==> config.mk <==
export PLATFORM = sky130hd
export DESIGN_NAME = ddr_b4_sram
export DESIGN_NICKNAME = d
export VERILOG_FILES = /design/src/rtl/ddrb4_pkg.sv /design/src/rtl/ddrb4_in_reg.sv /design/src/rtl/ddrb4_wr_ctrl.sv /design/src/rtl/ddrb4_rd_ctrl.sv /design/src/rtl/ddrb4_array.sv /design/src/rtl/ddr_b4_sram.sv
export SDC_FILE = /design/constraint.sdc
export NUM_CORES = 1
export LEC_CHECK = 0
export ABC_AREA = 1
export BUFFER_PORTS_ARGS = -buffer_cell sky130_fd_sc_hd__buf_2
export CORE_ASPECT_RATIO = 2
export CORE_MARGIN = 2
export CORE_UTILIZATION = 40
export CTS_CLUSTER_DIAMETER = 50
export DETAILED_ROUTE_END_ITERATION = 10
export GPL_TIMING_DRIVEN = 0
export PLACE_DENSITY_LB_ADDON = 0.08
export RECOVER_POWER = 100
export SLEW_MARGIN = 25
export SYNTH_ARGS = -nofsm -noshare
export SYNTH_HDL_FRONTEND = slang
export SYNTH_SLANG_ARGS = --single-unit
==> constraint.sdc <==
create_clock -name clk -period 5.5 [get_ports clk]
set_input_delay 0.275 -clock clk [delete_from_list [all_inputs] [get_ports clk]]
set_output_delay 0.275 -clock clk [all_outputs]
set_load 0.02 [all_outputs]
==> src/rtl/ddrb4_pkg.sv <==
package ddrb4_pkg;

    // Position within the four-phase slot pattern (two primary clock cycles).
    typedef enum logic [1:0] {
        SLOT_RD_ADDR = 2'd0,
        SLOT_RD_HALF = 2'd1,
        SLOT_WR_ADDR = 2'd2,
        SLOT_WR_HALF = 2'd3
    } slot_e;

    function automatic slot_e slot_next(input slot_e s);
        logic [1:0] v;
        v = s;
        v = v + 2'd1;
        return slot_e'(v);
    endfunction

    // Word within a group for a given burst start and beat, wrapping modulo four.
    function automatic logic [1:0] beat_pos(input logic [1:0] st, input logic [1:0] k);
        return st + k;
    endfunction

endpackage

==> src/rtl/ddrb4_in_reg.sv <==
module ddrb4_in_reg
    import ddrb4_pkg::*;
#(
    parameter int ADDR_W    = 6,
    parameter int DATA_W    = 18,
    parameter int FROM_ADDR = 1,
    parameter int GRP_W     = 4
) (
    input  logic              clk,
    input  logic              rst_n,
    input  logic [ADDR_W-1:0] addr_i,
    input  logic              rd_n_i,
    input  logic              wr_n_i,
    input  logic [DATA_W-1:0] wdata_i,
    output slot_e             phase_o,
    output slot_e             tag_o,
    output logic [GRP_W-1:0]  grp_o,
    output logic [1:0]        start_o,
    output logic              rd_n_o,
    output logic              wr_n_o,
    output logic [DATA_W-1:0] wdata_o
);

    typedef struct packed {
        slot_e             phase;
        slot_e             tag;
        logic [ADDR_W-1:0] addr;
        logic              rd_n;
        logic              wr_n;
        logic [DATA_W-1:0] wd;
    } in_st_t;

    in_st_t st_d, st_q;

    always_comb begin
        st_d       = st_q;
        st_d.phase = slot_next(st_q.phase);
        st_d.tag   = st_q.phase;
        st_d.addr  = addr_i;
        st_d.rd_n  = rd_n_i;
        st_d.wr_n  = wr_n_i;
        st_d.wd    = wdata_i;
    end

    always_ff @(posedge clk) begin
        if (!rst_n) begin
            st_q.phase <= SLOT_RD_ADDR;
            st_q.tag   <= SLOT_WR_HALF;
            st_q.addr  <= '0;
            st_q.rd_n  <= 1'b1;
            st_q.wr_n  <= 1'b1;
            st_q.wd    <= '0;
        end else begin
            st_q <= st_d;
        end
    end

    generate
        if (FROM_ADDR != 0) begin : g_start_from_addr
            assign grp_o   = st_q.addr[ADDR_W-1:2];
            assign start_o = st_q.addr[1:0];
        end else begin : g_start_zero
            assign grp_o   = st_q.addr;
            assign start_o = 2'b00;
        end
    endgenerate

    assign phase_o = st_q.phase;
    assign tag_o   = st_q.tag;
    assign rd_n_o  = st_q.rd_n;
    assign wr_n_o  = st_q.wr_n;
    assign wdata_o = st_q.wd;


    property p_phase_step;
        @(posedge clk) disable iff (!rst_n)
            st_q.tag == SLOT_RD_ADDR |-> st_q.phase == SLOT_RD_HALF;
    endproperty
    phase_step_chk: assert property (p_phase_step);

endmodule

==> src/rtl/ddrb4_wr_ctrl.sv <==
module ddrb4_wr_ctrl
    import ddrb4_pkg::*;
#(
    parameter int DATA_W = 18,
    parameter int GRP_W  = 4,
    parameter int IDX_W  = GRP_W + 2
) (
    input  logic              clk,
    input  logic              rst_n,
    input  slot_e             tag_i,
    input  logic [GRP_W-1:0]  grp_i,
    input  logic [1:0]        start_i,
    input  logic              wr_n_i,
    input  logic [DATA_W-1:0] wdata_i,
    output logic              we_o,
    output logic [IDX_W-1:0]  widx_o,
    output logic [DATA_W-1:0] wd_o
);

    typedef struct packed {
        logic             act;
        logic [GRP_W-1:0] grp;
        logic [1:0]       start;
        logic [1:0]       cnt;
    } wr_st_t;

    wr_st_t st_d, st_q;

    always_comb begin
        st_d   = st_q;
        we_o   = 1'b0;
        widx_o = '0;
        if (tag_i == SLOT_WR_ADDR && !wr_n_i) begin
            we_o       = 1'b1;
            widx_o     = {grp_i, start_i};
            st_d.act   = 1'b1;
            st_d.grp   = grp_i;
            st_d.start = start_i;
            st_d.cnt   = 2'd1;
        end else if (st_q.act) begin
            we_o     = 1'b1;
            widx_o   = {st_q.grp, beat_pos(st_q.start, st_q.cnt)};
            st_d.cnt = st_q.cnt + 2'd1;
            if (st_q.cnt == 2'd3) begin
                st_d.act = 1'b0;
            end
        end
    end

    assign wd_o = wdata_i;

    always_ff @(posedge clk) begin
        if (!rst_n) begin
            st_q <= '0;
        end else begin
            st_q <= st_d;
        end
    end


    property p_wr_seq;
        @(posedge clk) disable iff (!rst_n)
            (st_q.act && $past(we_o)) |-> widx_o[1:0] == 2'($past(widx_o[1:0]) + 2'd1);
    endproperty
    wr_seq_chk: assert property (p_wr_seq);


    property p_wr_no_overlap;
        @(posedge clk) disable iff (!rst_n)
            tag_i == SLOT_WR_ADDR |-> !st_q.act;
    endproperty
    wr_no_overlap_chk: assert property (p_wr_no_overlap);

endmodule

==> src/rtl/ddrb4_rd_ctrl.sv <==
module ddrb4_rd_ctrl
    import ddrb4_pkg::*;
#(
    parameter int DATA_W = 18,
    parameter int GRP_W  = 4,
    parameter int IDX_W  = GRP_W + 2
) (
    input  logic              clk,
    input  logic              rst_n,
    input  slot_e             phase_i,
    input  slot_e             tag_i,
    input  logic [GRP_W-1:0]  grp_i,
    input  logic [1:0]        start_i,
    input  logic              rd_n_i,
    input  logic [DATA_W-1:0] mem_i,
    output logic [IDX_W-1:0]  ridx_o,
    output logic [DATA_W-1:0] rdata_o,
    output logic              rvalid_o,
    output logic              echo_p_o,
    output logic              echo_n_o
);

    typedef struct packed {
        logic              pend;
        logic [GRP_W-1:0]  pgrp;
        logic [1:0]        pstart;
        logic              act;
        logic [GRP_W-1:0]  grp;
        logic [1:0]        start;
        logic [1:0]        beat;
        logic [DATA_W-1:0] dout;
        logic              vld;
        logic              ep;
        logic              en;
    } rd_st_t;

    rd_st_t st_d, st_q;

    always_comb begin
        st_d   = st_q;
        ridx_o = {st_q.grp, beat_pos(st_q.start, st_q.beat)};

        // address stage: one slot of wait before the burst engine starts
        st_d.pend = (tag_i == SLOT_RD_ADDR) && !rd_n_i;
        if (st_d.pend) begin
            st_d.pgrp   = grp_i;
            st_d.pstart = start_i;
        end

        // burst engine
        if (st_q.pend) begin
            st_d.act   = 1'b1;
            st_d.grp   = st_q.pgrp;
            st_d.start = st_q.pstart;
            st_d.beat  = 2'd0;
        end else if (st_q.act) begin
            st_d.beat = st_q.beat + 2'd1;
            if (st_q.beat == 2'd3) begin
                st_d.act = 1'b0;
            end
        end

        // output register stage
        st_d.vld  = st_q.act;
        st_d.dout = st_q.act ? mem_i : '0;

        // echo clocks follow the phase of the edge that loads the output
        st_d.ep = (phase_i == SLOT_RD_ADDR) || (phase_i == SLOT_WR_ADDR);
        st_d.en = (phase_i == SLOT_RD_HALF) || (phase_i == SLOT_WR_HALF);
    end

    always_ff @(posedge clk) begin
        if (!rst_n) begin
            st_q    <= '0;
            st_q.en <= 1'b1;
        end else begin
            st_q <= st_d;
        end
    end

    assign rdata_o  = st_q.dout;
    assign rvalid_o = st_q.vld;
    assign echo_p_o = st_q.ep;
    assign echo_n_o = st_q.en;

    // checker state
    logic [1:0] run_q;
    logic       arm_q;
    always_ff @(posedge clk) begin
        if (!rst_n) begin
            run_q <= 2'd0;
            arm_q <= 1'b0;
        end else begin
            run_q <= rvalid_o ? run_q + 2'd1 : 2'd0;
            arm_q <= 1'b1;
        end
    end


    property p_burst_len;
        @(posedge clk) disable iff (!rst_n)
            $fell(rvalid_o) |-> run_q == 2'd0;
    endproperty
    burst_len_chk: assert property (p_burst_len);


    property p_idle_zero;
        @(posedge clk) disable iff (!rst_n)
            !rvalid_o |-> rdata_o == '0;
    endproperty
    idle_zero_chk: assert property (p_idle_zero);


    property p_echo_toggle;
        @(posedge clk) disable iff (!rst_n)
            arm_q |-> (echo_p_o != $past(echo_p_o)) && (echo_n_o != echo_p_o);
    endproperty
    echo_toggle_chk: assert property (p_echo_toggle);


    property p_first_beat_echo;
        @(posedge clk) disable iff (!rst_n)
            $rose(rvalid_o) |-> $rose(echo_n_o);
    endproperty
    first_beat_echo_chk: assert property (p_first_beat_echo);


    property p_rd_no_overlap;
        @(posedge clk) disable iff (!rst_n)
            st_q.pend |-> (!st_q.act || st_q.beat == 2'd3);
    endproperty
    rd_no_overlap_chk: assert property (p_rd_no_overlap);

endmodule

==> src/rtl/ddrb4_array.sv <==
module ddrb4_array #(
    parameter int DATA_W = 18,
    parameter int IDX_W  = 6
) (
    input  logic              clk,
    input  logic              we_i,
    input  logic [IDX_W-1:0]  widx_i,
    input  logic [DATA_W-1:0] wd_i,
    input  logic [IDX_W-1:0]  ridx_i,
    output logic [DATA_W-1:0] rd_o
);

    localparam int DEPTH = 1 << IDX_W;

    logic [DATA_W-1:0] mem_q [DEPTH];

    always_ff @(posedge clk) begin
        if (we_i) begin
            mem_q[widx_i] <= wd_i;
        end
    end

    assign rd_o = mem_q[ridx_i];

endmodule

==> src/rtl/ddr_b4_sram.sv <==
module ddr_b4_sram
    import ddrb4_pkg::*;
#(
    parameter int ADDR_W          = 6,
    parameter int DATA_W          = 18,
    parameter int BURST_FROM_ADDR = 1
) (
    input  logic              clk,
    input  logic              rst_n,
    input  logic [ADDR_W-1:0] addr,
    input  logic              rd_sel_n,
    input  logic              wr_sel_n,
    input  logic [DATA_W-1:0] wdata,
    output logic [DATA_W-1:0] rdata,
    output logic              rvalid,
    output logic              echo_p,
    output logic              echo_n
);

    localparam int GRP_W = (BURST_FROM_ADDR != 0) ? ADDR_W - 2 : ADDR_W;
    localparam int IDX_W = GRP_W + 2;

    slot_e             phase, tag;
    logic [GRP_W-1:0]  grp;
    logic [1:0]        start;
    logic              rd_n_r, wr_n_r;
    logic [DATA_W-1:0] wd_r;
    logic              we;
    logic [IDX_W-1:0]  widx, ridx;
    logic [DATA_W-1:0] wd_arr, rd_arr;

    ddrb4_in_reg #(
        .ADDR_W(ADDR_W), .DATA_W(DATA_W), .FROM_ADDR(BURST_FROM_ADDR), .GRP_W(GRP_W)
    ) u_in (
        .clk(clk), .rst_n(rst_n), .addr_i(addr), .rd_n_i(rd_sel_n), .wr_n_i(wr_sel_n),
        .wdata_i(wdata), .phase_o(phase), .tag_o(tag), .grp_o(grp), .start_o(start),
        .rd_n_o(rd_n_r), .wr_n_o(wr_n_r), .wdata_o(wd_r)
    );

    ddrb4_wr_ctrl #(.DATA_W(DATA_W), .GRP_W(GRP_W), .IDX_W(IDX_W)) u_wr (
        .clk(clk), .rst_n(rst_n), .tag_i(tag), .grp_i(grp), .start_i(start),
        .wr_n_i(wr_n_r), .wdata_i(wd_r), .we_o(we), .widx_o(widx), .wd_o(wd_arr)
    );

    ddrb4_array #(.DATA_W(DATA_W), .IDX_W(IDX_W)) u_arr (
        .clk(clk), .we_i(we), .widx_i(widx), .wd_i(wd_arr), .ridx_i(ridx), .rd_o(rd_arr)
    );

    ddrb4_rd_ctrl #(.DATA_W(DATA_W), .GRP_W(GRP_W), .IDX_W(IDX_W)) u_rd (
        .clk(clk), .rst_n(rst_n), .phase_i(phase), .tag_i(tag), .grp_i(grp),
        .start_i(start), .rd_n_i(rd_n_r), .mem_i(rd_arr), .ridx_o(ridx),
        .rdata_o(rdata), .rvalid_o(rvalid), .echo_p_o(echo_p), .echo_n_o(echo_n)
    );

endmodule

==> run metrics, run 1 <==
post-layout net count 4560; Skew-Pair Late Insertion Delay around 0.74 ns; worst supply voltage drop on vdd 217 uV; clock tree from TritonCTS built; slew at the pin closest to its max-slew limit 3.31 ns; number of detailed-route iterations in the first pass 6; number of instances resized during post-cts repair 0; number of library cell types mapped by synthesis 33; maximum fanout along the worst path 10; final cell count without fillers 6299; post-synthesis net count around 4300; source of the critical timing path u_in.tag_o[1]; startpoint of the worst register-to-register path u_in.tag_o[1]; RR Endpoint u_arr.mem_q[51][6]; cell type with the highest occurrence count on the critical path sky130_fd_sc_hd__inv_1; count of final setup violators 0; global-route wire length before repair 261000 um; routed length per placed instance 30.4 um; number of max-slew violations in the final report just over 1000; maximum achievable frequency 219 MHz; flop and latch count out of synthesis 1228; share of cells above drive strength 1 10.8%; Commonest cells post-synth sky130_fd_sc_hd__edfxtp_1, sky130_fd_sc_hd__nand2_1, sky130_fd_sc_hd__nand3_1; sum of negative setup slack 0 ns; I/O Buffers 47; # fillers 11500; quantity of hold-fixing buffers added after cts 26; Worst R2R Path Depth 11; area taken by flip-flops and latches 0.0361 sq mm; largest net degree at the start of global routing 49; Final min period 4.58 ns; violations in the final reports max-capacitance violations, max-slew violations; hold-critical path depth 3; Crit. End Element flop; Clock Sink Count 1228; synthesized area divided by synthesized cell count about 12 sq um; Data required, critical path ~5.9 ns; dominant synthesized flop cell sky130_fd_sc_hd__edfxtp_1; endpoint of the worst hold path u_rd.st_q[35]; Worst Min Path Start rst_n; register area share after synthesis 71.4%; Register-to-Register Setup Slack 0.92 ns; most frequently used cell type in the post-synthesis netlist sky130_fd_sc_hd__edfxtp_1; Die Footprint between 0.1 and 0.15 sq mm; Tightest Hold Check Type in -> reg; power density cells 321 mW/mm^2; Routed WL 191000 um; RSZ-0062 raised after global routing no; highest cell delay on the worst timing path 1.09 ns; Pleak 20.4 nW; routability cong. 0.965; number of warnings issued by yosys 0; GRT Residual Overflow 0; number of top-level pins 49; result of the run finished, violations left; initial standard-cell utilization of the core 40.3%; worst slew margin relative to its limit -120%; Hold Vio Cnt, Final 0; number of maximum-capacitance constraint violations 31; chain of cells forming the critical path inv_1 > nor3_1 > inv_1 > nand2_1 > inv_1 > nor2_1 > inv_1 > nor2_1 > nand2_2 > nor2_1 > buf_8; Die X 255 um; Post-DRT Antenna Nets 0; share of the synthesized area in the top cell type slightly below 70%; critical path class reg -> reg; post-route worst hold slack 0.0551 ns; most area-hungry cell type in the Yosys netlist sky130_fd_sc_hd__edfxtp_1; type of origin of the critical path flop; antenna violations before repair 11; DRC violation total after the first TritonRoute iteration between 3000 and 4000; maximum clock path buffer count 3; number of buffers created by CTS 112; area of combinational cells with multiple inputs 0.0128 sq mm; half-perimeter wire length of the detailed placement result 135000 um; clock transition time at the flip-flop clock pins of the worst setup and hold paths 0.06 ns; ratio of final minimum period to clock period between 80 and 90%; Core Area about 0.13 sq mm; vias in the first global route ~34000; synthesized instance count 4263; # rows 184; height of the die 507 um; Layout Skew 0.0295 ns; drt via density 5.52; EDFF count, synth 1152; residual DRC count 0; cells taking the most area after synthesis sky130_fd_sc_hd__edfxtp_1, sky130_fd_sc_hd__nand2_1, sky130_fd_sc_hd__nand3_1, sky130_fd_sc_hd__dfxtp_1, sky130_fd_sc_hd__nor2_1; CTS root buf sky130_fd_sc_hd__clkbuf_16; Post CTS Setup Buffer Count 0; arrival time reported for the critical path endpoint 5.00 ns; routed via count 34800; all-layer global routing usage 29.1%; Pwr Total approximately 19 mW; slowest CP cell sky130_fd_sc_hd__nor2_1; share of synthesized registers carrying an async set or reset 0%; Placed Cells 6058; synthesis-to-layout area growth 15.2%; area of the mapped netlist 0.0506 sq mm; depth of the CTS H-tree 3
placed cells by master, fill, tap and decap left out, types with 15 or more instances in the layout:
cell and count:
sky130_fd_sc_hd__a21boi_0 180, sky130_fd_sc_hd__and2_1 65, sky130_fd_sc_hd__buf_1 28, sky130_fd_sc_hd__buf_16 33, sky130_fd_sc_hd__buf_2 156, sky130_fd_sc_hd__buf_4 39, sky130_fd_sc_hd__clkbuf_1 142, sky130_fd_sc_hd__clkbuf_16 119
sky130_fd_sc_hd__clkinv_1 16, sky130_fd_sc_hd__clkinv_2 29, sky130_fd_sc_hd__dfxtp_1 76, sky130_fd_sc_hd__dlygate4sd3_1 26, sky130_fd_sc_hd__edfxtp_1 1152, sky130_fd_sc_hd__inv_1 86, sky130_fd_sc_hd__mux2i_1 75, sky130_fd_sc_hd__nand2_1 1006
sky130_fd_sc_hd__nand3_1 677, sky130_fd_sc_hd__nand4_1 36, sky130_fd_sc_hd__nor2_1 383, sky130_fd_sc_hd__nor2_4 15, sky130_fd_sc_hd__o21ai_0 106, sky130_fd_sc_hd__o21ai_1 36, sky130_fd_sc_hd__or2_2 39
area by class of cell:
cell class                 instances  share of cell area (%)
inverter                          90                   0.584
antenna                            6                  0.0258
multi-input combinational       2656                    21.9
clock inverter                    69                   0.960
timing repair buffer             147                    3.13
clock buffer                     140                    5.28
buffer                           289                    2.52
sequential                      1228                    62.0
tap                             1674                    3.60
critical path: cells and delay by family (launching register included):
family,cells,cell delay [ns]
AND/OR/NAND/NOR,6,2.99
buffers and inverters,5,0.92
flip-flops,1,0.34
power breakdown:
group | internal, mW | switching (mW)
Combinational | 0.106 | 0.360
Sequential | 10.2 | 0.0975
Clock | 4.30 | 3.61
Total | 14.7 | 4.07
stage by stage:
stage               utilization (%)  worst slack [ns]  area (sq um)
floorplan                         -              2.90         50600
global placement               42.2             0.738         52900
detailed placement             44.0              1.66         55200
CTS                            47.1              1.65         59100
global route                   46.4             0.744         58200
finish                         46.4             0.925         58300
flip-flops by register name (all words and copies together) (netlist names), 2 cells and up:
name	flops
u_arr.mem_q	1152
u_in.grp_o	4
u_in.phase_o	2
u_in.start_o	2
u_in.tag_o	2
u_in.wdata_o	18
u_rd.rdata_o	18
u_rd.ridx_o	4
u_rd.st_q	11
u_wr.st_q	9
logic make-up after synthesis:
group,count (synthesis),share of synthesized area (%)
simple gates,2239,19.1
flops,1228,71.4
buf+inv,379,3.58
compound gates,332,4.19
mux,75,1.48
fa+ha+maj,8,0.198
xor+xnor,2,0.0346
how the worst max path moves through the flow:
stage	endpoint	slack [ns]	cells after the start
finish	u_arr.mem_q[51][6]	0.92	11
global route	u_arr.mem_q[51][6]	0.74	11
CTS	u_rd.rdata_o[12]	1.65	13
detailed placement	u_rd.rdata_o[12]	1.66	13
global placement	u_arr.mem_q[54][10]	0.74	7
floorplan	u_arr.mem_q[35][0]	2.90	6
routing by layer:
layer	vias up	share of wire, %	track usage (%)
met4	4	7.3	19.1
met2	1463	52	52.9
met1	17400	34	31.6
li1	15400	-	-
met5	-	0.016	0
met3	438	6.0	4.07
Note: power is estimated with default switching activity, not from simulation.
==> inputs of run 2 (changes only) <==
--- a/config.mk
+++ b/config.mk
@@ -5,7 +5,7 @@
 export SDC_FILE = /design/constraint.sdc
 export NUM_CORES = 1
 export LEC_CHECK = 0
-export ABC_AREA = 1
+export ABC_AREA = 0
 export BUFFER_PORTS_ARGS = -buffer_cell sky130_fd_sc_hd__buf_2
 export CORE_ASPECT_RATIO = 2
 export CORE_MARGIN = 2
==> constraint.sdc (replaced) <==
create_clock -name clk -period 3.9 [get_ports clk]
set_input_delay 0.195 -clock clk [delete_from_list [all_inputs] [get_ports clk]]
set_output_delay 0.195 -clock clk [all_outputs]
set_load 0.02 [all_outputs]
==> run metrics, run 2 <==
clock tree from TritonCTS built; leading cell type in the layout, fill and taps excluded sky130_fd_sc_hd__edfxtp_1; share of cells above drive strength 1 18.6% (+7.8 points); worst setup timing slack at the placement stage -1.19 ns (-2.85 ns); number of detailed-route iterations in the first pass 6 (unchanged); flop and latch count out of synthesis 1228 (unchanged); vias in the first global route 29900 (-12%); # fillers 10500 (-8.8%); number of buffers created by CTS 111 (-0.89%); number of warnings issued by yosys 0 (unchanged); Pleak 17.7 nW (-13%); Hold Vio Cnt, Final 0 (unchanged); Post-Route Utilization 46.6% (+0.14 points); result of the run finished, violations left; DRC violation total after the first TritonRoute iteration 2912 (-21%); dominant synthesized flop cell sky130_fd_sc_hd__edfxtp_1; post-synthesis net count 3014 (-30%); residual DRC count 0 (unchanged); drt via density 6.01 (+8.7%); number of maximum-capacitance constraint violations 21 (-32%); post-layout net count 3269 (-28%); GRT Residual Overflow 0 (unchanged); slew at the pin closest to its max-slew limit 3.28 ns (-0.0258 ns); clock transition time at the flip-flop clock pins of the worst setup and hold paths 0.06 ns (about the same); all-layer global routing usage 28.8% (-0.35 points); maximum achievable frequency 255 MHz (+17%); type of origin of the critical path flop; RSZ-0062 raised after global routing no; top library cells by usage in the layout, fill and taps aside sky130_fd_sc_hd__edfxtp_1, sky130_fd_sc_hd__nand2_1, sky130_fd_sc_hd__mux4_2, sky130_fd_sc_hd__clkbuf_1, sky130_fd_sc_hd__clkbuf_16; highest cell delay on the worst timing path 0.64 ns (-0.45 ns); synthesis-to-layout area growth 15.4%; worst slew margin relative to its limit -119% (+1.7 points); Crit. End Element flop; EDFF count, synth 1152 (unchanged); Die Footprint 0.124 sq mm (-4.0%); Commonest cells post-synth sky130_fd_sc_hd__edfxtp_1, sky130_fd_sc_hd__nand2_1, sky130_fd_sc_hd__mux4_2; slowest CP cell sky130_fd_sc_hd__clkbuf_1; Tightest Hold Check Type in -> reg; I/O Buffers 48 (+2.1%); arrival time reported for the critical path endpoint 4.53 ns (-0.47 ns); ratio of final minimum period to clock period 101% (+17 points); register area share after synthesis 74.4% (+3.0 points); Layout Skew 0.0283 ns (-0.00117 ns); cell type with the highest occurrence count on the critical path sky130_fd_sc_hd__a31oi_1; violations in the final reports max-capacitance violations, max-slew violations, negative setup slack; number of max-slew violations in the final report 908 (-12%); synthesized instance count 2978 (-30%); Final min period 3.92 ns (-0.653 ns); share of synthesized registers carrying an async set or reset 0% (unchanged); Skew-Pair Late Insertion Delay 0.74 ns (about the same); Die X 250 um (-2.0%); number of top-level pins 49 (unchanged); most frequently used cell type in the post-synthesis netlist sky130_fd_sc_hd__edfxtp_1; maximum clock path buffer count 3 (unchanged); critical path class reg -> reg; Crit path max-delay family buffers and inverters; power density cells 471 mW/mm^2 (+47%); number of library cell types mapped by synthesis 66 (+100%); area of the mapped netlist 0.0485 sq mm (-4.1%); height of the die 497 um (-2.0%); antenna violations before repair 6 (-5); most area-hungry cell type in the Yosys netlist sky130_fd_sc_hd__edfxtp_1; routability cong. 0.951 (-1.5%); synthesized area divided by synthesized cell count 16.3 sq um (+37%); share of the synthesized area in the top cell type 71.3% (+2.9 points); CTS root buf sky130_fd_sc_hd__clkbuf_16; # rows 180 (-2.2%); Clock Sink Count 1228 (unchanged); global-route wire length before repair 243000 um (-7.0%); count of final setup violators 2 (+2); initial standard-cell utilization of the core 40.3% (about the same); Data required, critical path 4.51 ns (-1.42 ns); cells taking the most area after synthesis sky130_fd_sc_hd__edfxtp_1, sky130_fd_sc_hd__mux4_2, sky130_fd_sc_hd__nand2_1, sky130_fd_sc_hd__dfxtp_1, sky130_fd_sc_hd__mux2i_1; largest net degree at the start of global routing 65 (+33%); routed length per placed instance 36.6 um (+21%); maximum fanout along the worst path 10 (unchanged); buffering stage count on the worst path with inverters included 4 (-1); flip-flop count of the largest register, all copies and words added 1152 (unchanged); Post CTS Setup Buffer Count 0 (unchanged); worst supply voltage drop on vdd 338 uV (+56%); routed via count 29300 (-16%); half-perimeter wire length of the detailed placement result 129000 um (-4.8%); Routed WL 179000 um (-6.6%); area of combinational cells with multiple inputs 0.0117 sq mm (-8.0%); Core Area 0.120 sq mm (-4.1%); area taken by flip-flops and latches 0.0361 sq mm (about the same); minimum setup slack in the final design -0.0223 ns (-0.947 ns); register containing the most flip-flops in the final layout u_arr.mem_q; depth of the CTS H-tree 3 (unchanged); chain of cells forming the critical path clkbuf_2 > buf_2 > inv_1 > nor2_2 > clkbuf_1 > a31oi_1 > o211ai_1 > o311a_1 > a31oi_1; sum of negative setup slack -0.0293 ns (-0.0293 ns); Post-DRT Antenna Nets 0 (unchanged)
==> run 2: timing repair <==
action / 4_1_cts / 5_1_grt
gates resized for setup: 80 / 0
endpoints found under the setup margin: 18 / 0
endpoints found under the hold margin: 26 / 0
hold buffers: 28 / 0
==> run 2: logic make-up (layout without fill, tap and decap cells) <==
group	Yosys count	count (layout)	synth area share (%)
compound gates	357	357	5.39
mux	259	259	9.10
simple gates	889	889	8.32
flops	1228	1228	74.4
fa+ha+maj	8	8	0.206
other cells	0	4	0
buf+inv	229	578	2.32
xor+xnor	8	8	0.219
==> run 2: final cells by class <==
class | instances | share of cell area (%)
flip-flops and latches | 1228 | 64.5
multi-input cells | 1521 | 21.0
clock buffers | 137 | 5.23
well taps | 1547 | 3.46
repair buffers | 144 | 2.30
plain buffers | 220 | 2.10
clock inverters | 70 | 1.40
inverters | 7 | 0.0469
diodes | 4 | 0.0179
==> run 2: per-layer routing <==
| metal | wire, um | part of all wire (%) | vias up | global-route usage (%) |
|---|---|---|---|---|
| met2 | 95200 | 53 | 1274 | 53.6 |
| met5 | 11 | 0.0062 | - | 0 |
| met4 | 15900 | 8.9 | 2 | 20.3 |
| met1 | 58000 | 32 | 15300 | 29.5 |
| li1 | - | - | 12200 | - |
| met3 | 9600 | 5.4 | 472 | 4.10 |
==> run 2: where the power goes <==
group          switching (mW)  internal [mW]  total, mW
registers              0.0962           14.4       14.5
logic                   0.336          0.108      0.445
clock network            5.02           6.40       11.4
==> run 2: path summary, 6_finish.rpt <==
check	start	endpoint	slack, ns	cells past startpoint
hold reg to reg	u_wr.st_q[2]	u_wr.st_q[2]	0.48	2
setup reg to reg	u_rd.ridx_o[2]	u_rd.rdata_o[4]	-0.02	9
setup / recovery	u_rd.ridx_o[2]	u_rd.rdata_o[4]	-0.02	9
hold / removal	rst_n	u_wr.st_q[8]	0.12	3
==> run 2: worst min-delay path, delay by kind of cell <==
kind,cells,cell delay (ns)
buffers and inverters,2,0.42
AO/OA/AOI/OAI,1,0.19
==> run 2: through the flow <==
stage          total power, mW  hold WS, ns  cell area [sq um]  cells
2_1_floorplan             14.9        0.296              48500   2978
3_3_place_gp              15.2        0.376              50700   4573
3_5_place_dp              15.3        0.380              52900   4641
4_1_cts                   26.6       0.0699              57200   4874
5_1_grt                   27.0        0.150              56000   4875
6_report                  26.4        0.123              56000   4878
